<file path="src/rtl/pfs_pkg.sv">
package pfs_pkg;

  // Protection state of the front end
  typedef enum logic [1:0] {
    PF_LOCK    = 2'd0,
    PF_RECOVER = 2'd1,
    PF_RUN     = 2'd2
  } pf_state_e;

endpackage

</file>
<file path="src/rtl/pfs_sync.sv">
module pfs_sync #(
  parameter int              WIDTH   = 1,
  parameter int              STAGES  = 2,
  parameter logic [WIDTH-1:0] RST_VAL = '0
) (
  input  logic             clk,
  input  logic             rst_n,
  input  logic [WIDTH-1:0] d,
  output logic [WIDTH-1:0] q
);

  logic [WIDTH-1:0] stg_q [STAGES];

  always_ff @(posedge clk or negedge rst_n) begin
    if (!rst_n) begin
      for (int i = 0; i < STAGES; i++) stg_q[i] <= RST_VAL;
    end else begin
      stg_q[0] <= d;
      for (int i = 1; i < STAGES; i++) stg_q[i] <= stg_q[i-1];
    end
  end

  assign q = stg_q[STAGES-1];

endmodule

</file>
<file path="src/rtl/pfs_guard.sv">
module pfs_guard
  import pfs_pkg::*;
#(
  parameter int GLITCH_CYC  = 4,
  parameter int RECOVER_CYC = 1000
) (
  input  logic clk,
  input  logic rst_n,
  input  logic pg_s,
  input  logic bat_s,
  output logic run
);

  localparam int GW = $clog2(GLITCH_CYC + 1);
  localparam int RW = $clog2(RECOVER_CYC + 1);
  localparam logic [GW-1:0] LOW_LIM = GW'(GLITCH_CYC);
  localparam logic [RW-1:0] REC_END = RW'(RECOVER_CYC - 1);

  pf_state_e       st_q, st_d;
  logic [GW-1:0]   low_q, low_d;
  logic [RW-1:0]   rec_q, rec_d;
  logic            fail_evt;

  // low-time filter on the supply-good level
  always_comb begin
    if (pg_s)                low_d = '0;
    else if (low_q == LOW_LIM) low_d = low_q;
    else                     low_d = low_q + 1'b1;
    fail_evt = bat_s | (low_q == LOW_LIM);
  end

  // protection state machine with recovery window
  always_comb begin
    st_d  = st_q;
    rec_d = rec_q;
    case (st_q)
      PF_LOCK: begin
        rec_d = '0;
        if (!fail_evt && pg_s) st_d = PF_RECOVER;
      end
      PF_RECOVER: begin
        if (fail_evt) begin
          st_d  = PF_LOCK;
          rec_d = '0;
        end else if (!pg_s) begin
          rec_d = '0;
        end else if (rec_q == REC_END) begin
          st_d  = PF_RUN;
          rec_d = '0;
        end else begin
          rec_d = rec_q + 1'b1;
        end
      end
      PF_RUN: begin
        if (fail_evt) st_d = PF_LOCK;
      end
      default: st_d = PF_LOCK;
    endcase
  end

  always_ff @(posedge clk or negedge rst_n) begin
    if (!rst_n) begin
      st_q  <= PF_LOCK;
      low_q <= '0;
      rec_q <= '0;
    end else begin
      st_q  <= st_d;
      low_q <= low_d;
      rec_q <= rec_d;
    end
  end

  assign run = (st_q == PF_RUN);

endmodule

</file>
<file path="src/rtl/pfs_decode.sv">
module pfs_decode #(
  parameter int ADDR_W = 19,
  parameter int DATA_W = 8
) (
  input  logic              clk,
  input  logic              rst_n,
  input  logic              run,
  input  logic              ce_n,
  input  logic              we_n,
  input  logic              oe_n,
  input  logic [ADDR_W-1:0] addr,
  input  logic [DATA_W-1:0] wdata,
  output logic [ADDR_W-1:0] arr_addr,
  output logic              arr_wr_en,
  output logic              arr_rd_en,
  output logic [DATA_W-1:0] arr_wdata,
  output logic              dq_oe
);

  logic              wr_now;
  logic              wr_prev_q;
  logic              wr_ok_q, wr_ok_d;
  logic              commit;
  logic [ADDR_W-1:0] waddr_q;
  logic [DATA_W-1:0] wdata_q;

  assign wr_now = ~ce_n & ~we_n;

  // a write is eligible only if it started while unlocked
  always_comb begin
    commit  = run & wr_ok_q & wr_prev_q & ~wr_now;
    wr_ok_d = wr_ok_q;
    if (!run)                    wr_ok_d = 1'b0;
    else if (wr_now && !wr_prev_q) wr_ok_d = 1'b1;
    else if (!wr_now)            wr_ok_d = 1'b0;
  end

  always_ff @(posedge clk or negedge rst_n) begin
    if (!rst_n) begin
      wr_prev_q <= 1'b0;
      wr_ok_q   <= 1'b0;
    end else begin
      wr_prev_q <= wr_now;
      wr_ok_q   <= wr_ok_d;
    end
  end

  // keep the bus values of the latest active write cycle
  always_ff @(posedge clk or negedge rst_n) begin
    if (!rst_n) begin
      waddr_q <= '0;
      wdata_q <= '0;
    end else if (wr_now) begin
      waddr_q <= addr;
      wdata_q <= wdata;
    end
  end

  always_comb begin
    arr_wr_en = commit;
    arr_addr  = commit ? waddr_q : addr;
    arr_wdata = wdata_q;
    arr_rd_en = run & ~commit & ~ce_n & we_n;
    dq_oe     = arr_rd_en & ~oe_n;
  end

endmodule

</file>
<file path="src/rtl/pfs_sram_front.sv">
module pfs_sram_front #(
  parameter int ADDR_W      = 19,
  parameter int DATA_W      = 8,
  parameter int SYNC_STAGES = 2,
  parameter int GLITCH_CYC  = 4,
  parameter int RECOVER_CYC = 1000
) (
  input  logic              clk,
  input  logic              rst_n,
  input  logic              bus_ce_n,
  input  logic              bus_we_n,
  input  logic              bus_oe_n,
  input  logic [ADDR_W-1:0] bus_addr,
  input  logic [DATA_W-1:0] dq_i,
  output logic [DATA_W-1:0] dq_o,
  output logic              dq_oe,
  input  logic              pwr_good,
  input  logic              batt_on,
  output logic [ADDR_W-1:0] arr_addr,
  output logic              arr_wr_en,
  output logic              arr_rd_en,
  output logic [DATA_W-1:0] arr_wdata,
  input  logic [DATA_W-1:0] arr_rdata
);

  localparam int BUS_W = 3 + ADDR_W + DATA_W;
  localparam logic [BUS_W-1:0] BUS_IDLE = {3'b111, {(ADDR_W + DATA_W){1'b0}}};

  logic [BUS_W-1:0]  bus_s;
  logic [1:0]        sup_s;
  logic              ce_s, we_s, oe_s;
  logic [ADDR_W-1:0] addr_s;
  logic [DATA_W-1:0] data_s;
  logic              run;

  pfs_sync #(.WIDTH(BUS_W), .STAGES(SYNC_STAGES), .RST_VAL(BUS_IDLE)) i_bus_sync (
    .clk   (clk),
    .rst_n (rst_n),
    .d     ({bus_ce_n, bus_we_n, bus_oe_n, bus_addr, dq_i}),
    .q     (bus_s)
  );

  pfs_sync #(.WIDTH(2), .STAGES(SYNC_STAGES), .RST_VAL(2'b00)) i_sup_sync (
    .clk   (clk),
    .rst_n (rst_n),
    .d     ({pwr_good, batt_on}),
    .q     (sup_s)
  );

  assign {ce_s, we_s, oe_s, addr_s, data_s} = bus_s;

  pfs_guard #(.GLITCH_CYC(GLITCH_CYC), .RECOVER_CYC(RECOVER_CYC)) i_guard (
    .clk   (clk),
    .rst_n (rst_n),
    .pg_s  (sup_s[1]),
    .bat_s (sup_s[0]),
    .run   (run)
  );

  pfs_decode #(.ADDR_W(ADDR_W), .DATA_W(DATA_W)) i_decode (
    .clk       (clk),
    .rst_n     (rst_n),
    .run       (run),
    .ce_n      (ce_s),
    .we_n      (we_s),
    .oe_n      (oe_s),
    .addr      (addr_s),
    .wdata     (data_s),
    .arr_addr  (arr_addr),
    .arr_wr_en (arr_wr_en),
    .arr_rd_en (arr_rd_en),
    .arr_wdata (arr_wdata),
    .dq_oe     (dq_oe)
  );

  assign dq_o = dq_oe ? arr_rdata : '0;

endmodule

</file>
<file path="config.mk">
export PLATFORM = sky130hd
export DESIGN_NAME = pfs_sram_front
export DESIGN_NICKNAME = d
export VERILOG_FILES = /design/src/rtl/pfs_pkg.sv /design/src/rtl/pfs_sync.sv /design/src/rtl/pfs_guard.sv /design/src/rtl/pfs_decode.sv /design/src/rtl/pfs_sram_front.sv
export SDC_FILE = /design/constraint.sdc
export NUM_CORES = 1
export LEC_CHECK = 0
export ABC_AREA = 0
export BUFFER_PORTS_ARGS = -buffer_cell sky130_fd_sc_hd__buf_4
export CORE_MARGIN = 1.5
export CORE_UTILIZATION = 53
export CTS_CLUSTER_DIAMETER = 120
export DETAILED_ROUTE_END_ITERATION = 16
export PLACE_DENSITY = 0.78
export SLEW_MARGIN = 20
export SYNTH_ARGS = -nofsm -noshare
export SYNTH_HDL_FRONTEND = slang
export SYNTH_SLANG_ARGS = --single-unit
export TNS_END_PERCENT = 50
</file>
<file path="constraint.sdc">
create_clock -name clk -period 1.9 [get_ports clk]
set_input_delay 0.095 -clock clk [delete_from_list [all_inputs] [get_ports clk]]
set_output_delay 0.095 -clock clk [all_outputs]
set_load 0.03 [all_outputs]
</file>
# ---- Word level (Yosys, flattened, before mapping)
# Cells that the tools add are included.
# Widths: inputs -> output; s select.
dict set report totals {
  regBits 108
  input_bits 42
}
dict set report op_classes {
  addsub 2
  eq_ne 10
  muxes 17
  bitwise 14
  n_reduce_logical 7
}
# op count
set ops {}
lappend ops {{$mux 10} 3}
lappend ops {{$pmux 10 s2} 1}
lappend ops {{$mux 19} 1}
lappend ops {{$add 10x1->10 const B} 1}
lappend ops {{$eq 10x10->1 const B} 1}
lappend ops {{$mux 2} 5}
lappend ops {{$and 1x1->1} 8}
lappend ops {{$mux 8} 1}
lappend ops {{$mux 3} 2}
lappend ops {{$pmux 2 s3} 1}
lappend ops {{$not 1->1} 5}
lappend ops {{$ne 2x2->1 const B} 2}
lappend ops {{$reduce_and 4->1} 1}
lappend ops {{$add 3x1->3 const B} 1}
lappend ops {{$eq 3x3->1 const B} 1}
lappend ops {{$mux 1} 3}
lappend ops {{$ne 3x1->1 const B} 1}
lappend ops {{$ne 3x2->1 const B} 1}
lappend ops {{$ne 3x3->1 const B} 1}
lappend ops {{$eq 2x1->1 const B} 1}
lappend ops {{$eq 2x2->1 const B} 1}
lappend ops {{$logic_and 1x1->1} 2}
lappend ops {{$logic_not 1->1} 2}
lappend ops {{$logic_not 2->1} 1}
lappend ops {{other kinds (3)} 3}

# ---- Longest topological paths before layout
# Gate-level depths: netlist of the first run.
dict set report logic_depth {
  depth_word 10
  depth_mapped 6
}

# ---- Hierarchy
# Synthesis of the first run repeated with hierarchy kept, for this count alone.
dict set report hier_totals {
  hier_cells 280
  hier_area_um2 4161.5
}
# mod instances cells_per_inst area_each_um2 seq_area_each_um2
set by_module_without_submodules {}
lappend by_module_without_submodules {{pfs_sync (i_bus_sync)} 1 90 1734.2 1508.9}
lappend by_module_without_submodules {pfs_decode 1 87 1425.1 725.7}
lappend by_module_without_submodules {pfs_guard 1 89 837.1 375.4}
lappend by_module_without_submodules {{pfs_sync (i_sup_sync)} 1 6 115.1 100.1}
lappend by_module_without_submodules {pfs_sram_front 1 8 50.0 0.0}

# ---- Least setup slack after synthesis of the first run
# No wires, ideal clock.
dict set report synth_timing {
  path_kind {register to output}
  startpoint {reg i_bus_sync.stg_q (netlist bit i_bus_sync.q[28])}
  endpoint {out dq_o[0]}
  arrival_ps 2000
  required_time_ps 1805
  path_slack_ps -195
  path_stages_with_launch 6
  path_cell_list {dfstp_2 > inv_1 > nor4b_2 > nor2b_1 > buf_2 > and2_1}
}
dict set report synth_via {
  elab_chain_cells 10
}
# element line_no
set synth_rtl {}
lappend synth_rtl {{start: declaration} pfs_sync.sv:12} ;# logic [WIDTH-1:0] stg_q [STAGES];
lappend synth_rtl {{$not 1->1} pfs_decode.sv:27} ;# assign wr_now = ~ce_n & ~we_n;
lappend synth_rtl {{$and 1x1->1} pfs_decode.sv:27}
lappend synth_rtl {{$not 1->1} pfs_decode.sv:31} ;# commit = run & wr_ok_q & wr_prev_q & ~wr_now;
lappend synth_rtl {{$and 1x1->1} pfs_decode.sv:31}
lappend synth_rtl {{$not 1->1} pfs_decode.sv:63} ;# arr_rd_en = run & ~commit & ~ce_n & we_n;
lappend synth_rtl {{$and 1x1->1 (2 in a row)} pfs_decode.sv:63}
lappend synth_rtl {{$and 1x1->1 (*)} pfs_decode.sv:63}
lappend synth_rtl {{via arr_rd_en} pfs_sram_front.sv:21} ;# output logic arr_rd_en,
lappend synth_rtl {{$and 1x1->1 (*)} pfs_decode.sv:64} ;# dq_oe = arr_rd_en & ~oe_n;
lappend synth_rtl {{via dq_oe} pfs_sram_front.sv:16} ;# output logic dq_oe,
lappend synth_rtl {{$mux 8 (*)} pfs_sram_front.sv:76} ;# assign dq_o = dq_oe ? arr_rdata : '0;
lappend synth_rtl {{end: declaration} pfs_sram_front.sv:15} ;# output logic [DATA_W-1:0] dq_o,
# Mark *: on every way through the listed nets, which the timed path passes. The rest lies on a longest branch.

# ---- Final worst setup path of the first run
dict set report layout_timing {
  startpoint {reg i_bus_sync.stg_q (netlist bit i_bus_sync.q[28])}
  endpoint {out arr_addr[15]}
}
dict set report layout_via {
  elab_chain_cells 5
}
# element line_no
set layout_rtl {}
lappend layout_rtl {{$not 1->1} pfs_decode.sv:27}
lappend layout_rtl {{$and 1x1->1} pfs_decode.sv:27}
lappend layout_rtl {{$not 1->1} pfs_decode.sv:31}
lappend layout_rtl {{$and 1x1->1} pfs_decode.sv:31}
lappend layout_rtl {{$mux 19} pfs_decode.sv:61} ;# arr_addr = commit ? waddr_q : addr;
lappend layout_rtl {{end: declaration} pfs_sram_front.sv:19} ;# output logic [ADDR_W-1:0] arr_addr,
# Every way passes these cells.

==> run_results.csv, run 1 <==
group,metric,value,unit
floorplanning,num_rows,30,
status,status,"finished with violations",
synth,synth-seq-area-share,0.7125,
layout,synthToLayoutAreaGrowth,42.89,%
synth,synthSimpleGateAreaFrac,0.08355,
sta,fin_crit,2.014,ns
drt,firstDrtPassIters,4,
flow_run,maxCapViolCount,0,
sta,fin_crit_sh,1.060,
layout,final_common_cell,"dfrtp_1",
pwr,p_per_area,825.1,mW/mm^2
layout,fillers,376,
placement,hpwlAfterDp,4435,um
floorplanning,initial_utilization,0.5537,
sta,setup_viol,28,
worst_setup_path,endpoint_kind,"primary output",
layout,nets,429,
clock_tree,cts.sinks,108,
worst_setup_path,critPathRequiredTime,1.80,ns
drt,drt_iter0_markers,120,
status,violations,"negative setup slack",
drt,antenna_left,0,
clock_tree,clock_latency,0.37,ns
sta,hold_viol,0,
layout,multiInputGateArea,0.001177,sq mm
grt,grt_pass1_wl,12470,um
grt,antenna_found_initial,0,
floorplanning,pin_count,80,
grt,globalRoute.totalOverflow,0,
layout,regArea,0.002710,sq mm
worst_setup_path,arrival,1.92,ns
synth,ys_types,33,
sta,tightest_slew,0.4609,ns
sta,relSlewSlack,0.6928,
pwr,ir_drop,0.0006695,V
clock_tree,cts_tree,"built",
clock_tree,cts.clk_slew.worst_paths,0.11,ns
synth,netlist_area,0.003804,sq mm
sta,setup_slack,-0.1137,ns
clock_tree,ctsLongestPathBuffers,2,
worst_setup_path,crit_type,"register to primary output",
worst_setup_path,cp_max_fo,5,
drt,via_per_inst,5.016,
layout,fin_util,0.7913,
layout,layout_common_cells,"102 x dfrtp_1, 60 x buf_4, 33 x buf_6, 33 x dlygate4sd3_1, 27 x mux2_2",
synth,synth-xor-area-share,0.01151,
sta,whs,0.2075,ns
floorplanning,core_area,0.006869,sq mm
layout,antenna_cells,0,
pwr,p_leak,2.462,nW
synth,ys_warn_count,0,
worst_setup_path,critPathLaunchType,"register",
synth,ys_ff_latch,108,
clock_tree,cts.htree.levels,3,
sta,max_freq,496.6,MHz
drt,vias,2433,
synth,synth-compound-area-share,0.02961,
placement,gp_congestion,0.8149,
synth,syn-instance-count,250,
clock_tree,cts-root-buf,"clkbuf_8",
drt,routedWlPerCell,16.31,um
sta,drv_slew,0,
drt,drc,0,
synth,syn-num-nets,295,
synth,syn_avg_cell_area,15.21,sq um
synth,synthMuxAreaShare,0.1362,
grt,grt_start_max_net_pins,39,
grt,grt_use_total,0.2237,
floorplanning,die_w,87.72,um
layout,drive_above_1_share,0.4730,
synth,synth_top_family_by_area,"multiplexers",
grt,grt_pass1_vias,2614,
placement,port_buffers,79,
floorplanning,die_y,87.72,um
synth,synth_fa_ha_area_frac,0.009868,
sta,worst_clock_skew,0.01086,ns
floorplanning,dieArea,0.007694,sq mm
hold_path,hp-class,"primary input to asynchronous set/reset pin",
drt,routed_wl,7908,um
sta,rsz0062_at_grt,"yes",
clock_tree,cts_buffers,9,
[timing repair]
action,CTS,global route
hold buffers,33,0
pin swaps,2,5
resized for setup,60,13
hold endpoints to repair,60,0
setup buffers,7,1
endpoints found under the setup margin,28,29
gates cloned,3,0
[cells in the mapped netlist]
| library cell | n | area (sq um) |
|---|---|---|
| a21o_2 | 1 | 8.760 |
| a211oi_4 | 1 | 20.02 |
| nor4b_2 | 1 | 15.01 |
| inv_1 | 8 | 30.03 |
| or3_2 | 1 | 7.510 |
| nor3_1 | 2 | 10.01 |
| nand4_2 | 1 | 12.51 |
| a41oi_1 | 2 | 17.52 |
| xnor2_1 | 1 | 8.760 |
| nand3_1 | 5 | 25.02 |
| and4_1 | 3 | 26.28 |
| a21oi_1 | 3 | 15.01 |
| buf_2 | 6 | 30.03 |
| nand4_1 | 2 | 12.51 |
| or3_1 | 1 | 6.260 |
| nor2b_1 | 2 | 12.51 |
| and2_1 | 10 | 62.56 |
| clkbuf_1 | 1 | 3.750 |
| nor2_1 | 12 | 45.04 |
| dfstp_2 | 6 | 157.7 |
| o21ai_0 | 2 | 10.01 |
| o211ai_2 | 1 | 12.51 |
| a2111oi_0 | 1 | 8.760 |
| o22ai_1 | 2 | 12.51 |
| dfrtp_1 | 102 | 2552 |
| o211ai_1 | 1 | 7.510 |
| ha_1 | 3 | 37.54 |
| mux2_2 | 46 | 518.0 |
| or4b_1 | 1 | 10.01 |
| nand2b_1 | 1 | 6.260 |
| nor4_1 | 1 | 6.260 |
| nand2_1 | 16 | 60.06 |
| xor2_1 | 4 | 35.03 |
[cell families (layout without fill, tap and decap cells)]
| family | after synthesis | count (layout) |
|---|---|---|
| buffers and inverters | 15 | 153 |
| DFF | 108 | 108 |
| muxes | 46 | 46 |
| and+or+nand+nor | 59 | 60 |
| AOI/OAI and AO/OA | 14 | 14 |
| adders and majority gates | 3 | 3 |
| xor gates and xnor gates | 5 | 5 |
[flip-flops by register name, indices dropped and copies added, names as in the netlist]
register and count:
i_bus_sync.q 30, i_bus_sync.stg_q 30, i_decode.arr_wdata 8, i_decode.waddr_q 19, i_decode.wr_ok_q 1, i_decode.wr_prev_q 1, i_guard.low_q 3, i_guard.rec_q 10
i_guard.st_q 2, i_sup_sync.q 2, i_sup_sync.stg_q 2
[through the flow]
| stage | cell area [sq um] | instances | total power, W | setup TNS (ns) | setup WS (ns) |
|---|---|---|---|---|---|
| global route | 5435 | 485 | 0.004647 | -4.252 | -0.1825 |
| floorplan | 3816 | 250 | 0.002826 | -0.009719 | -0.001944 |
| global placement | 4573 | 425 | 0.003042 | 0 | 0.1921 |
| CTS | 5391 | 484 | 0.004488 | -1.622 | -0.07403 |
| finish | 5435 | 485 | 0.004485 | -2.377 | -0.1137 |
| detailed placement | 4573 | 425 | 0.003072 | 0 | 0.1146 |
[worst paths after layout]
check | end | from | cells past startpoint | slack, ns
max in group asynchronous | i_decode.waddr_q[15]$_DFFE_PN0P_ | rst_n | 3 | 0.98
hold reg to reg | i_bus_sync.q[26]$_DFF_PN0_ | i_bus_sync.stg_q[56]$_DFF_PN0_ | 0 | 0.36
setup / recovery | arr_addr[15] | i_bus_sync.q[28]$_DFF_PN1_ | 6 | -0.11
hold / removal | i_decode.wr_prev_q$_DFF_PN0_ | rst_n | 2 | 0.21
min in group clk | i_bus_sync.q[26]$_DFF_PN0_ | i_bus_sync.stg_q[56]$_DFF_PN0_ | 0 | 0.36
setup reg to reg | i_guard.rec_q[3]$_DFFE_PN0P_ | i_guard.low_q[0]$_DFFE_PN0P_ | 6 | 0.10
[critical path, stage by stage, from the launching register on]
cell,delay (ns)
dfstp_2,0.59
nor2_4,0.05
nor3_4,0.16
buf_6,0.15
buf_8,0.13
mux2_4,0.32
buf_6,0.14
[metal layers]
| metal | vias to the layer above | routed length (um) | global-route usage |
|---|---|---|---|
| met5 | - | 0 | 0 |
| met4 | 0 | 108 | 0.07937 |
| met3 | 12 | 349 | 0.04995 |
| met2 | 73 | 4303 | 0.3969 |
| met1 | 1231 | 3146 | 0.2688 |
| li1 | 1117 | - | - |
[power breakdown]
part | internal [W] | switching, W
logic | 0.000302 | 0.000269
clock network | 0.000535 | 0.000814
registers | 0.00247 | 0.0000958
[area by class of cell]
class,instances,area share
clock buffer,10,0.02532
clock inverter,6,0.01059
inverter,8,0.005525
multi-input combinational,128,0.2166
sequential,108,0.4986
tap,96,0.02210
timing repair buffer,129,0.2212
Note: power is estimated with default switching activity, not from simulation.
==> inputs of run 2 (changes only) <==
Settings changed: PLACE_DENSITY 0.78 to default, PLACE_DENSITY_LB_ADDON from default to 0.1.
==> run_results.csv, run 2 (synthesis results as in run 1) <==
group,metric,value,unit
status,status,"finished with violations",
status,violations,"negative setup slack",
layout,drive_above_1_share,0.4517,
drt,routed_wl,7004,um
floorplanning,initial_utilization,0.5537,
placement,port_buffers,79,
flow_run,maxCapViolCount,0,
layout,final_common_cell,"dfrtp_1",
placement,hpwlAfterDp,4168,um
grt,grt_pass1_wl,11300,um
clock_tree,ctsLongestPathBuffers,2,
worst_setup_path,endpoint_kind,"primary output",
floorplanning,num_rows,30,
drt,drt_iter0_markers,109,
grt,grt_start_max_net_pins,76,
layout,synthToLayoutAreaGrowth,40.23,%
sta,fin_crit,2.013,ns
floorplanning,die_y,87.72,um
floorplanning,die_w,87.72,um
clock_tree,cts-root-buf,"clkbuf_8",
worst_setup_path,crit_type,"register to primary output",
drt,drc,0,
sta,max_freq,496.7,MHz
drt,antenna_left,0,
pwr,p_leak,2.414,nW
sta,worst_clock_skew,0.01209,ns
sta,hold_viol,0,
sta,relSlewSlack,0.7249,
drt,via_per_inst,4.902,
worst_setup_path,rrSetupSlack,0.16,ns
clock_tree,cts_buffers,9,
sta,setup_tns,-2.196,ns
hold_path,hp-class,"primary input to asynchronous set/reset pin",
placement,post_dp_cell_area,0.004566,sq mm
grt,grt_pass1_vias,2434,
floorplanning,pin_count,80,
sta,fin_crit_sh,1.060,
layout,postLayoutCellArea,0.005334,sq mm
layout,layout_common_cells,"102 x dfrtp_1, 59 x buf_4, 33 x dlygate4sd3_1",
drt,vias,2348,
layout,nets,423,
worst_setup_path,critPathLaunchType,"register",
clock_tree,cts_tree,"built",
grt,antenna_found_initial,0,
grt,globalRoute.totalOverflow,0,
worst_setup_path,r2r_cells,6,
placement,gp_congestion,0.7383,
worst_setup_path,critPathRequiredTime,1.80,ns
worst_setup_path,cp_max_fo,7,
floorplanning,dieArea,0.007694,sq mm
sta,rsz0062_at_grt,"yes",
pwr,p_per_area,831.4,mW/mm^2
clock_tree,cts.sinks,108,
clock_tree,clock_latency,0.37,ns
clock_tree,cts.clk_slew.worst_paths,0.09,ns
sta,tightest_slew,0.4126,ns
grt,grt_use_total,0.1982,
sta,setup_viol,27,
drt,routedWlPerCell,14.62,um
floorplanning,core_area,0.006869,sq mm
layout,antenna_cells,0,
sta,setup_slack,-0.1131,ns
worst_setup_path,arrival,1.92,ns
pwr,ir_drop,0.0006371,V
drt,firstDrtPassIters,4,
sta,drv_slew,0,
clock_tree,cts.htree.levels,3,
## run 2: worst paths after layout
| check | from | to |
|---|---|---|
| max in group asynchronous | rst_n | i_bus_sync.q[27]$_DFF_PN1_ |
| max reg2reg | i_guard.low_q[0]$_DFFE_PN0P_ | i_guard.rec_q[3]$_DFFE_PN0P_ |
| min reg2reg | i_bus_sync.stg_q[38]$_DFF_PN0_ | i_bus_sync.q[8]$_DFF_PN0_ |
| min in group clk | i_bus_sync.stg_q[38]$_DFF_PN0_ | i_bus_sync.q[8]$_DFF_PN0_ |
| max | i_bus_sync.q[28]$_DFF_PN1_ | arr_addr[8] |
| min | rst_n | i_bus_sync.stg_q[32]$_DFF_PN0_ |
## run 2: repair_timing
item                                   in CTS  in global routing
hold buffers                               33                  0
buffers inserted                            4                  0
setup endpoints to repair                  28                 29
endpoints found under the hold margin     134                  0
pin swaps                                   1                  2
resized for setup                          46                  7
gates cloned                                2                  0
## run 2: per-stage QoR
| step | hold slack [ns] | setup WS (ns) | power, W | utilization | instances |
|---|---|---|---|---|---|
| after floorplan | -0.2006 | -0.001944 | 0.002826 | - | 250 |
| final | 0.2818 | -0.1131 | 0.004435 | 0.7765 | 479 |
| after CTS | 0.2888 | -0.1110 | 0.004465 | 0.7727 | 479 |
| after global placement | 0.1386 | 0.1107 | 0.003043 | 0.6647 | 424 |
| after global routing | 0.3211 | -0.1832 | 0.004641 | 0.7765 | 479 |
| after detailed placement | 0.1393 | 0.1034 | 0.003062 | 0.6647 | 424 |
## run 2: power by group
group	internal [W]	total (W)	switching, W
registers	0.00247	0.00255	0.0000865
clock network	0.000565	0.00133	0.000761
logic	0.000298	0.000555	0.000257
total	0.00333	0.00443	0.00110
## run 2: area by class of cell
cell class	count	area, sq um
inverters	8	30.03
fillers	394	1535
clock buffers	11	151.4
well taps	96	120.1
multi-input cells	128	1149
repair buffers	123	1131
clock inverters	5	42.54
flip-flops and latches	108	2710
## run 2: metal layers
metal | vias up | wire length [um] | GRT usage
li1 | 1104 | - | -
met1 | 1170 | 2986 | 0.2498
met2 | 65 | 3600 | 0.3296
met3 | 9 | 327 | 0.06315
met4 | 0 | 89 | 0.06061
met5 | - | 0 | 0
## run 2: worst max-delay path, cell delays in order, from the launching register on
cell and delay (ns):
dfstp_2 0.57, nor2_4 0.05, nor3_4 0.25, buf_6 0.20, mux2_2 0.35, buf_6 0.14
==> inputs of run 3 (changes only) <==
Settings changed: PLACE_DENSITY_LB_ADDON 0.1 to 0.2.
==> run_results.csv, run 3 (synthesis results as in run 1) <==
group,metric,value,unit
status,status,"finished with violations",
sta,tightest_slew,0.4586,ns
grt,globalRoute.totalOverflow,0,
placement,gp_congestion,0.8075,
worst_setup_path,cp_max_fo,8,
sta,hold_viol,0,
drt,drc,0,
worst_setup_path,critPathLaunchType,"register",
clock_tree,cts.htree.levels,3,
pwr,p_per_area,856.3,mW/mm^2
grt,grt_pass1_wl,11940,um
placement,port_buffers,79,
drt,antenna_left,0,
floorplanning,num_rows,30,
clock_tree,clock_latency,0.36,ns
floorplanning,die_w,87.72,um
grt,grt_use_total,0.2100,
layout,postLayoutCellArea,0.005431,sq mm
layout,antenna_cells,0,
sta,relSlewSlack,0.6943,
worst_setup_path,crit_top_cell,"buf_6",
clock_tree,cts.sinks,108,
layout,stdcell_count,482,
drt,via_per_inst,5.027,
floorplanning,core_area,0.006869,sq mm
clock_tree,cts-root-buf,"clkbuf_8",
layout,drive_above_1_share,0.4663,
clock_tree,cts.clk_slew.worst_paths,0.10,ns
placement,hpwlAfterDp,4242,um
sta,worst_clock_skew,0.01239,ns
flow_run,maxCapViolCount,0,
worst_setup_path,endpoint_kind,"primary output",
sta,setup_viol,28,
worst_setup_path,crit_chain,"nand2b_4 > nor3_4 > buf_6 > mux2_4 > buf_6",
worst_setup_path,critPathRequiredTime,1.80,ns
worst_setup_path,arrival,1.94,ns
sta,setup_slack,-0.1334,ns
floorplanning,dieArea,0.007694,sq mm
worst_setup_path,crit_type,"register to primary output",
sta,rsz0062_at_grt,"yes",
clock_tree,cts_tree,"built",
sta,fin_crit_sh,1.070,
grt,grt_pass1_vias,2506,
floorplanning,pin_count,80,
drt,routedWlPerCell,14.82,um
floorplanning,initial_utilization,0.5537,
drt,drt_iter0_markers,136,
layout,final_common_cell,"dfrtp_1",
status,violations,"negative setup slack",
grt,antenna_found_initial,0,
grt,grt_start_max_net_pins,41,
sta,max_freq,491.8,MHz
placement,dp_cells,424,
placement,dp_slack,0.1238,ns
drt,vias,2423,
clock_tree,ctsLongestPathBuffers,2,
drt,routed_wl,7141,um
placement,post_dp_cell_area,0.004578,sq mm
worst_setup_path,worst_path_max_delay_cell,"dfrtp_1",
layout,synthToLayoutAreaGrowth,42.80,%
worst_setup_path,critPathMaxStageDelay,0.41,ns
layout,layout_common_cells,"102 x dfrtp_1, 60 x buf_4, 33 x dlygate4sd3_1",
layout,nets,426,
clock_tree,cts_buffers,9,
sta,drv_slew,0,
sta,fin_crit,2.033,ns
pwr,p_leak,2.461,nW
drt,firstDrtPassIters,4,
pwr,ir_drop,0.0007562,V
hold_path,hp-class,"primary input to asynchronous set/reset pin",
floorplanning,die_y,87.72,um
run 3: cell count changes in the layout (fill, tap and decap cells not counted), sizes merged:
cell	change
clkinv	-2
clkbuf	-1
buf	+3
clkinvlp	+1
bufinv	+2
run 3: repair_timing:
action / in CTS / in global routing
hold buffers: 33 / 0
pin swaps: 8 / 3
cloned: 2 / 0
resized for setup: 64 / 2
setup endpoints to repair: 28 / 28
hold endpoints to repair: 63 / 0
buffers inserted: 5 / 2
run 3: routing by layer:
metal	part of all wire	global-route usage
met3	0.056	0.05372
met5	0	0
met1	0.41	0.2568
met4	0.012	0.08225
met2	0.52	0.3588
run 3: power breakdown:
group / internal, W / switching (W)
Combinational: 0.000306 / 0.000264
Sequential: 0.00247 / 0.0000887
Clock: 0.000759 / 0.000765
run 3: path summary, 6_finish.rpt:
check	startpoint	endpoint	slack [ns]	depth (start not counted)
min in group clk	i_bus_sync.stg_q[38]$_DFF_PN0_	i_bus_sync.q[8]$_DFF_PN0_	0.35	0
max in group asynchronous	rst_n	i_bus_sync.stg_q[57]$_DFF_PN1_	1.05	3
worst min register to register	i_bus_sync.stg_q[38]$_DFF_PN0_	i_bus_sync.q[8]$_DFF_PN0_	0.35	0
worst min-delay path	rst_n	i_guard.rec_q[0]$_DFFE_PN0P_	0.24	2
worst max-delay path	i_guard.st_q[0]$_DFFE_PN0P_	arr_addr[13]	-0.13	5
worst max register to register	i_guard.low_q[0]$_DFFE_PN0P_	i_guard.rec_q[3]$_DFFE_PN0P_	0.11	6
run 3: stage by stage:
step           power [W]  hold WS, ns  utilization    TNS, ns
2_1_floorplan   0.002826      -0.2006            -  -0.009719
3_5_place_dp    0.003069      0.08296       0.6665          0
6_report        0.004651       0.2368       0.7907     -2.970
3_3_place_gp    0.003043      0.08349       0.6665          0
4_1_cts         0.004675       0.2380       0.7878     -2.340
5_1_grt         0.004865       0.2553       0.7907     -5.281
run 3: layout make-up:
class	count	area [sq um]
inverter	8	30.03
tap	96	120.1
sequential	108	2710
clock inverter	6	96.34
clock buffer	10	127.6
multi-input combinational	128	1177
fill	374	1438
timing repair buffer	126	1170
run 3: critical path: cells and delay by family, from the launching register on:
family / cells / cell delay (ns)
and+or+nand+nor: 2 / 0.48
buffers and inverters: 2 / 0.36
DFF: 1 / 0.41
muxes: 1 / 0.33
